## src/rtl/mbx_pkg.sv

```systemverilog
package mbx_pkg;
  typedef struct packed {
    logic wr_fire;  // accepted write this cycle
    logic rd_busy;  // read span in progress
    logic rd_done;  // first low cycle after a read
  } mbx_ev_t;
endpackage

```

## src/rtl/mbx_rd_track.sv

```systemverilog
module mbx_rd_track
  import mbx_pkg::*;
(
  input  logic clk,
  input  logic rst_n,
  input  logic wr_fire,
  input  logic rd_active,
  output mbx_ev_t ev,
  output logic overlap
);
  logic rd_q;

  always_ff @(posedge clk) begin
    if (!rst_n) begin
      rd_q    <= 1'b0;
      overlap <= 1'b0;
    end else begin
      rd_q <= rd_active;
      if (ev.rd_done)
        overlap <= 1'b0;
      else if (wr_fire && rd_active)
        overlap <= 1'b1;
    end
  end

  always_comb begin
    ev.wr_fire = wr_fire;
    ev.rd_busy = rd_active;
    ev.rd_done = rd_q && !rd_active;
  end
endmodule

```

## src/rtl/mbx_dbuf.sv

```systemverilog
module mbx_dbuf
  import mbx_pkg::*;
#(
  parameter int DATA_W = 8
) (
  input  logic              clk,
  input  logic              rst_n,
  input  mbx_ev_t           ev,
  input  logic [DATA_W-1:0] din,
  output logic [DATA_W-1:0] dout
);
  logic [DATA_W-1:0] front_q;
  logic [DATA_W-1:0] back_q;
  logic              parked_q;

  always_ff @(posedge clk) begin
    if (!rst_n) begin
      front_q  <= '0;
      back_q   <= '0;
      parked_q <= 1'b0;
    end else if (ev.wr_fire && !ev.rd_busy) begin
      front_q  <= din;
      back_q   <= din;
      parked_q <= 1'b0;
    end else if (ev.wr_fire) begin
      front_q  <= din;
      parked_q <= 1'b1;
    end else if (ev.rd_done && parked_q) begin
      back_q   <= front_q;
      parked_q <= 1'b0;
    end
  end

  assign dout = back_q;
endmodule

```

## src/rtl/mbx_irq.sv

```systemverilog
module mbx_irq
  import mbx_pkg::*;
(
  input  logic    clk,
  input  logic    rst_n,
  input  mbx_ev_t ev,
  input  logic    overlap,
  output logic    pending
);
  always_ff @(posedge clk) begin
    if (!rst_n)
      pending <= 1'b0;
    else if (ev.wr_fire)
      pending <= 1'b1;
    else if (ev.rd_done)
      pending <= overlap;
  end
endmodule

```

## src/rtl/mbx_mailbox.sv

```systemverilog
module mbx_mailbox
  import mbx_pkg::*;
#(
  parameter int DATA_W = 8
) (
  input  logic              clk,
  input  logic              rst_n,
  input  logic              wr_valid,
  output logic              wr_ready,
  input  logic [DATA_W-1:0] wr_data,
  input  logic              rd_active,
  output logic [DATA_W-1:0] rd_data,
  output logic              rd_pending
);
  mbx_ev_t ev;
  logic    overlap;
  logic    wr_fire;

  assign wr_ready = 1'b1;
  assign wr_fire  = wr_valid && wr_ready;

  mbx_rd_track u_track (
    .clk(clk), .rst_n(rst_n), .wr_fire(wr_fire),
    .rd_active(rd_active), .ev(ev), .overlap(overlap)
  );

  mbx_dbuf #(.DATA_W(DATA_W)) u_dbuf (
    .clk(clk), .rst_n(rst_n), .ev(ev), .din(wr_data), .dout(rd_data)
  );

  mbx_irq u_irq (
    .clk(clk), .rst_n(rst_n), .ev(ev), .overlap(overlap), .pending(rd_pending)
  );
endmodule

```

## config.mk

```make
export PLATFORM = sky130hd
export DESIGN_NAME = mbx_mailbox
export DESIGN_NICKNAME = d
export VERILOG_FILES = /design/src/rtl/mbx_pkg.sv /design/src/rtl/mbx_rd_track.sv /design/src/rtl/mbx_dbuf.sv /design/src/rtl/mbx_irq.sv /design/src/rtl/mbx_mailbox.sv
export SDC_FILE = /design/constraint.sdc
export NUM_CORES = 1
export LEC_CHECK = 0
export BUFFER_PORTS_ARGS = -buffer_cell sky130_fd_sc_hd__buf_2
export CORE_UTILIZATION = 57
export CTS_BUF_LIST = sky130_fd_sc_hd__clkbuf_8
export DETAILED_ROUTE_END_ITERATION = 16
export GPL_TIMING_DRIVEN = 0
export PLACE_DENSITY = 0.85
export SLEW_MARGIN = 20
export SYNTH_ARGS = -nofsm -noshare
export SYNTH_HDL_FRONTEND = slang
export SYNTH_SLANG_ARGS = --single-unit
```

## constraint.sdc

```tcl
create_clock -name clk -period 1.47 [get_ports clk]
set_input_delay 0.0735 -clock clk [delete_from_list [all_inputs] [get_ports clk]]
set_output_delay 0.0735 -clock clk [all_outputs]
set_load 0.1 [all_outputs]
```

==> Yosys cells after proc, flatten, opt, wreduce, memory -nomap -nowiden <==
Cells that the tools add are included.
{ "op_classes": {"n_eq_ne": 1, "muxes": 9, "bitwise": 1, "n_reduce_logical": 12} }
{ "ops": {"columns": ["op", "count"], "rows": [
  ["$mux 8", 5],
  ["$reduce_bool 2->1", 4],
  ["$logic_and 1x1->1", 4],
  ["$mux 1", 4],
  ["$reduce_or 2->1", 2],
  ["$ne 2x1->1 const B", 1],
  ["$reduce_and 2->1", 1],
  ["$logic_not 1->1", 1],
  ["$not 1->1", 1]
]} }
{ "word_totals": {"ff_bits": 20, "output_inout_bits": 10, "word_cells": 29} }

==> Depth between registers and ports, before layout <==
Gate-level depths: netlist (run 1).
{ "logic_depth": {"depth_word": 6, "mapped_depth": 5, "ltp_nobuf": 3} }

==> Hierarchy <==
From an unflattened synthesis (run 1), not the netlist that was laid out.
{ "unflattened": {"cells_unflattened": 89, "area_unflattened_um2": 837.1} }
{ "by_module_without_submodules": {"columns": ["mod", "n_inst", "cells_each", "area_per_inst_um2", "seq_area_each_um2"], "rows": [
  ["mbx_dbuf", 1, 75, 699.4, 340.3],
  ["mbx_rd_track", 1, 9, 87.6, 40.0],
  ["mbx_irq", 1, 3, 38.8, 20.0],
  ["mbx_mailbox", 1, 2, 11.3, 0.0]
]} }

==> Worst setup path after synthesis (run 1) <==
OpenSTA, ideal clock, no wires.
{ "synth_path": {"path_kind": "reg2reg", "from": "reg, netlist name u_irq.pending", "to": "reg u_irq.pending", "setup_ns": 0.067, "arrival_time_ns": 1.208, "required_ns": 1.403, "path_slack_ns": 0.195, "path_stages_with_launch": 3, "n_path_buf": 0, "period_less_slack_ns": 1.275, "path_cell_list": "dfxtp_1 a211oi_1 nor2b_1"} }
{ "synth_rtl": {"columns": ["item", "line_no", "rtl"], "rows": [
  ["end signal: assignment", "mbx_irq.sv:16", "pending <= overlap;"],
  ["end: declaration", "mbx_irq.sv:8", "output logic pending"]
]} }

==> Worst setup path in the final report (run 1) <==
{ "layout_path": {"from": "reg u_track.rd_q", "to": "reg u_dbuf.back_q[3], in the netlist u_dbuf.dout[3]"} }
{ "layout_between": {"elab_chain_len": 4} }
{ "layout_lines": {"columns": ["item", "line_no", "rtl"], "rows": [
  ["start: declaration", "mbx_rd_track.sv:11", "logic rd_q;"],
  ["start signal: assignment", "mbx_rd_track.sv:18", "rd_q <= rd_active;"],
  ["$logic_and 1x1->1", "mbx_rd_track.sv:29", "ev.rd_done = rd_q && !rd_active;"],
  ["$logic_and 1x1->1", "mbx_dbuf.sv:28", "end else if (ev.rd_done && parked_q) begin"],
  ["$reduce_bool 2->1 (no line)", null, null],
  ["$reduce_and 2->1 (no line)", null, null],
  ["end signal: assignment", "mbx_dbuf.sv:23", "back_q <= din;"],
  ["end signal: assignment", "mbx_dbuf.sv:29", "back_q <= front_q;"],
  ["end: declaration", "mbx_dbuf.sv:13", "logic [DATA_W-1:0] back_q;"]
]} }
No other way between the ends.
A chain may end at the register's enable or synchronous reset.

==> results of run 1 <==
==> through the flow <==
| stage | utilization | total power (W) |
|---|---|---|
| floorplan | - | 0.000834 |
| global placement | 0.710 | 0.000879 |
| detailed placement | 0.710 | 0.000884 |
| CTS | 0.751 | 0.00129 |
| global route | 0.751 | 0.00133 |
| finish | 0.751 | 0.00128 |
==> state kept, by name, indices dropped and copies added (netlist names) <==
signal	cells
u_track.overlap	1
u_dbuf.dout	8
u_dbuf.front_q	8
u_dbuf.parked_q	1
u_track.rd_q	1
u_irq.pending	1
==> final cells by class <==
class | count | area share
Multi-Input combinational cell | 46 | 0.338
Sequential cell | 20 | 0.400
Clock buffer | 4 | 0.0549
Inverter | 8 | 0.0300
Timing Repair Buffer | 18 | 0.0899
Buffer | 8 | 0.0687
Tap cell | 15 | 0.0187
==> final timing paths <==
path / end / slack, ns
hold / removal: u_dbuf.dout[0] / 0.09
hold reg to reg: u_dbuf.dout[1] / 0.44
setup / recovery: u_dbuf.dout[3] / 0.37
setup reg to reg: u_dbuf.dout[3] / 0.37
==> synthesized netlist by cell type <==
master / n
nand2b_1: 2
mux2i_1: 8
buf_6: 4
or2_1: 1
clkbuf_1: 1
conb_1: 1
nor2b_1: 10
and2_2: 1
a22oi_1: 1
nand4bb_1: 1
inv_1: 8
buf_4: 2
nor2_1: 1
buf_2: 1
dfxtp_1: 20
a211oi_1: 1
and3b_2: 1
o221a_2: 1
o221ai_1: 8
a21oi_1: 9
==> cells by family after synthesis <==
kind of cell | synth area share
flip-flops | 0.478
AO/OA/AOI/OAI | 0.169
other | 0.00447
AND/OR/NAND/NOR | 0.136
buffers and inverters | 0.118
multiplexers | 0.0955
==> where the power goes <==
part,internal (W),leakage (nW),switching [W]
Clock,0.000238,0.0288,0.000174
Sequential,0.000578,0.165,0.0000178
Combinational,0.0000754,0.254,0.000201
==> worst register-to-register path: stages, from the launching register on <==
cell and delay (ns):
dfxtp_1 0.39, nand4bb_1 0.11, buf_2 0.19, o221ai_1 0.23, a21oi_1 0.07
==> layer usage <==
layer  routed length [um]  part of all wire  up-vias  track usage
met5                    0                 0        -            0
met4                   12            0.0080        0        0.125
met3                   57             0.038        2       0.0333
met2                  695              0.47       15        0.337
met1                  728              0.49      277        0.286
li1                     -                 -      326            -
==> impl_results.md, run 1 <==
* Synth warn at 0
* Clk_skew at 0.00461 ns
* Ports at 22
* WHS at 0.0866 ns
* Core area at 1330 sq um
* Die area at 1630 sq um
* Cell taking the most area after synthesis: dfxtp_1
* Critical Path Source Type: flop
* Clk slew on worst S/H paths at 0.07 ns
* Most frequent cells in the layout: dfxtp_1 (20), buf_2 (19), nor2b_1 (10), a21oi_1 (9)
* Inst Count DP at 115
* CP Class: reg -> reg
* Syn Area/Cell at 10.2 sq um
* Status: finished clean
* Initial antenna violation count at 0
* Clk_lat worst skew at 0.25 ns
* Register area at 400 sq um
* Place WS at 0.431 ns
* Synth Net Count at 94
* Power Density at 1280 nW/um^2
* Clk sinks at 20
* Yosys reg bits at 20
* Grt ovf at 0
* Hold WC Path Type: in -> reg
* CTS buffer count at 3
* Die X at 40.4 um
* Initial Util at 0.629
* Gate Count Post-Synth at 82
* Final setup TNS at 0 ns
* Reg-to-reg critical path startpoint: u_track.rd_q
* Clock period minus worst slack at 1.10 ns
* Post-route cell area at 1000 sq um
* Cells on Worst Hold Path at 3
* # DRC at 0
* Area of the multi-input gates at 339 sq um
* Postcts setup bufs at 0
* Library cells used by synthesis at 20
* Crit Path Max Fanout at 8
* FF-to-FF path depth at 4
* Seq/Total Area, Yosys at 0.478
* H-tree depth at 1
* Area growth syn-to-layout at 19.6%
* Cell depth of the worst setup path at 4
* Leak pwr at 0.448 nW
* Vias/cell at 5.21
* First-pass GRT wire length at 2290 um
* Starting DRT DRC Count at 13
* Top Family by Delay on Critical Path: flip-flops
* Cell Area, Placed at 947 sq um
* Max-cap violation count at 0
* Largest net degree at the start of global routing at 12
* Post-DRT Antenna Nets at 0
* CP Capture Type: flop
* Clock Path Buffers at 2
* Unrepaired setup endpoints after global routing: no
* Hold buffers post-CTS at 0
* Final Hold Viols at 0
* Final worst-path setup slack at 0.372 ns
* CP peak stage delay at 0.39 ns
* DR vias at 620
* CP arrival at 1.23 ns
* Share of the synthesized area in the top cell type at 0.478
* Final number of setup-violating endpoints at 0
* Mapped Area at 838 sq um
* Placer Congestion at 0.789
* Slowest-stage cell, CP: dfxtp_1
* Global-route usage over all layers at 0.218
* Buffers & Inverters on Critical Path at 1
* Post-layout nets at 117
* Maximum vdd drop at 0.876 mV
* Fin crit share at 0.747
* Vias in the first global route at 545
* Worst path required time at 1.61 ns
* CP cell instances: nand4bb_1, buf_2, o221ai_1, a21oi_1
* DIE HEIGHT at 40.4 um
* Commonest non-fill, non-tap cell in the layout: dfxtp_1
* DPL Wire Length at 1020 um
* Worst Setup SP: u_track.rd_q
* Final count of pins violating max slew at 0
* CTS tree: yes
* Port Buffers at 18
* Max frequency at 911 MHz
* Ant diodes at 0
* Root buf cell: clkbuf_8
* Routed Wire Length at 1490 um
* Row count at 13
* Final Instance Count excl. Fillers at 119
* Min-delay src: rst_n
* Cts repair resizes at 0
* First-pass iteration count of the detailed router at 4
* Largest cells by area after synthesis: dfxtp_1 (48%), mux2i_1 (9.6%), o221ai_1 (8.4%), nor2b_1 (7.5%), a21oi_1 (5.4%)
* Fillers at 101
* DR WL/cell at 12.5 um
* Fraction of layout cells with a size suffix above 1 at 0.308
(Power assumes the default switching activity.)
==> run 2: changes to the inputs <==
Settings changed: CORE_UTILIZATION 57 to 53, PLACE_DENSITY 0.85 to 0.8.
Clock period 1.47 ns to 1.02 ns, I/O delays scaled along.
==> run 2 against run 1 <==
The flow now finishes with violations (setup timing); clock skew rose by 0.0025 ns; critical path depth did not move; routed wire length rose by 26%; sequential share of layout area fell by 4.7 points; combinational power rose by 71%; critical path type unchanged; critical endpoint is now u_dbuf.dout[5]; largest cell class is now multi-input gates.
==> impl_results.md, run 2 (synthesized netlist as in run 1, its figures left out) <==
* Final number of setup-violating endpoints at 1
* R2R Setup Slk at -0.02 ns
* Initial antenna violation count at 0
* Post-DRT Antenna Nets at 0
* Reg-to-reg critical path startpoint: u_track.rd_q
* Pwr Total at 0.00214 W
* Top routing layer in use: met4
* DR WL/cell at 15.8 um
* DR vias at 688
* Maximum vdd drop at 1.38 mV
* Commonest non-fill, non-tap cell in the layout: buf_4
* Fin crit share at 1.02
* Place WS at -0.0257 ns
* FF-to-FF path depth at 4
* Cell Area, Placed at 958 sq um
* Root buf cell: clkbuf_8
* Max-cap violation count at 0
* Clock period minus worst slack at 1.04 ns
* Wire length on met3 at 77 um
* Most frequent cells in the layout: buf_4 (11), nor2b_1 (10), dfxtp_2 (10)
* Crit Path Max Fanout at 8
* Ant diodes at 0
* Die area at 1740 sq um
* Worst Setup SP: u_track.rd_q
* First-pass GRT wire length at 2640 um
* Port Buffers at 18
* CP Capture Type: flop
* Hold buffers post-CTS at 0
* Ports at 22
* # DRC at 0
* Largest net degree at the start of global routing at 13
* Area growth syn-to-layout at 40.9%
* FF-to-FF End: u_dbuf.dout[5]
* Final Hold Viols at 0
* CTS tree: yes
* Max frequency at 963 MHz
* Fraction of layout cells with a size suffix above 1 at 0.577
* Clock Path Buffers at 2
* DIE HEIGHT at 41.8 um
* Setup crit end: u_dbuf.dout[5]
* WL met2 at 919 um
* Leak pwr at 0.474 nW
* Vias/cell at 5.78
* CTS buffer count at 3
* Final count of pins violating max slew at 0
* Clk_lat worst skew at 0.26 ns
* Hold WC Path Type: in -> reg
* Failing checks: setup timing
* Power Density at 1810 nW/um^2
* Clk_skew at 0.00712 ns
* Grt ovf at 0
* Core area at 1380 sq um
* Status: finished, violations left
* Final Instance Count excl. Fillers at 119
* Vias in the first global route at 584
* Final worst-path setup slack at -0.0186 ns
* Initial Util at 0.606
* Critical Path Source Type: flop
* Placer Congestion at 0.701
* Wl on met1 at 799 um
* Post-route cell area at 1180 sq um
* Fillers at 90
* Post-layout nets at 117
* Worst path required time at 1.21 ns
* Inst Count DP at 115
* WHS at 0.0608 ns
* H-tree depth at 1
* Global-route usage over all layers at 0.203
* Die X at 41.8 um
* Clk slew on worst S/H paths at 0.08 ns
* CP Class: reg -> reg
* Routed Wire Length at 1880 um
* First-pass iteration count of the detailed router at 4
* Starting DRT DRC Count at 11
* Row count at 13
* Unrepaired setup endpoints after global routing: yes
* Clk sinks at 20
* CP arrival at 1.23 ns
* Cells on Worst Hold Path at 3
==> run 2: how the worst min path moves through the flow <==
stage,startpoint,to,slack (ns)
floorplan,rd_active,u_track.rd_q,0.19
global placement,rst_n,u_dbuf.front_q[0],0.32
detailed placement,rst_n,u_dbuf.front_q[0],0.32
CTS,rst_n,u_dbuf.dout[7],0.04
global route,rst_n,u_dbuf.dout[4],0.06
finish,rst_n,u_dbuf.dout[2],0.06
==> run 2: repair_timing <==
item	4_1_cts	5_1_grt
gates resized for setup	10	25
endpoints found under the setup margin	17	8
setup buffers	0	0
pin swaps	0	5
==> run 2: metal layers <==
layer | vias to the layer above | GRT usage
met1 | 327 | 0.239
met5 | - | 0
met3 | 9 | 0.0522
met2 | 24 | 0.322
met4 | 0 | 0.135
li1 | 328 | -
==> run 2: report_power, final <==
group	total (W)	switching, W	leakage (nW)	internal (W)
sequential	0.000872	0.0000347	0.169	0.000837
clock	0.000795	0.000270	0.0357	0.000524
combinational	0.000471	0.000327	0.269	0.000144
==> run 2: cell type report <==
type	instances	area (sq um)	share of cell area
buffer	8	75.1	0.0636
clock buffer	3	41.3	0.0350
clock inverter	1	30.0	0.0254
inverter	8	30.0	0.0254
multi-input combinational	46	457	0.387
sequential	20	417	0.353
tap	15	18.8	0.0159
timing repair buffer	18	113	0.0953
==> run 2: per-stage QoR <==
| step | TNS [ns] | util |
|---|---|---|
| 2_1_floorplan | 0 | - |
| 3_3_place_gp | 0 | 0.693 |
| 3_5_place_dp | -0.104 | 0.693 |
| 4_1_cts | 0 | 0.762 |
| 5_1_grt | -0.310 | 0.854 |
| 6_report | -0.0186 | 0.854 |
==> run 2: critical path, cell delays in order, from the launching register on <==
cell and delay (ns):
dfxtp_4 0.37, a21oi_2 0.05, or2_1 0.24, buf_6 0.16
a21oi_2 0.16
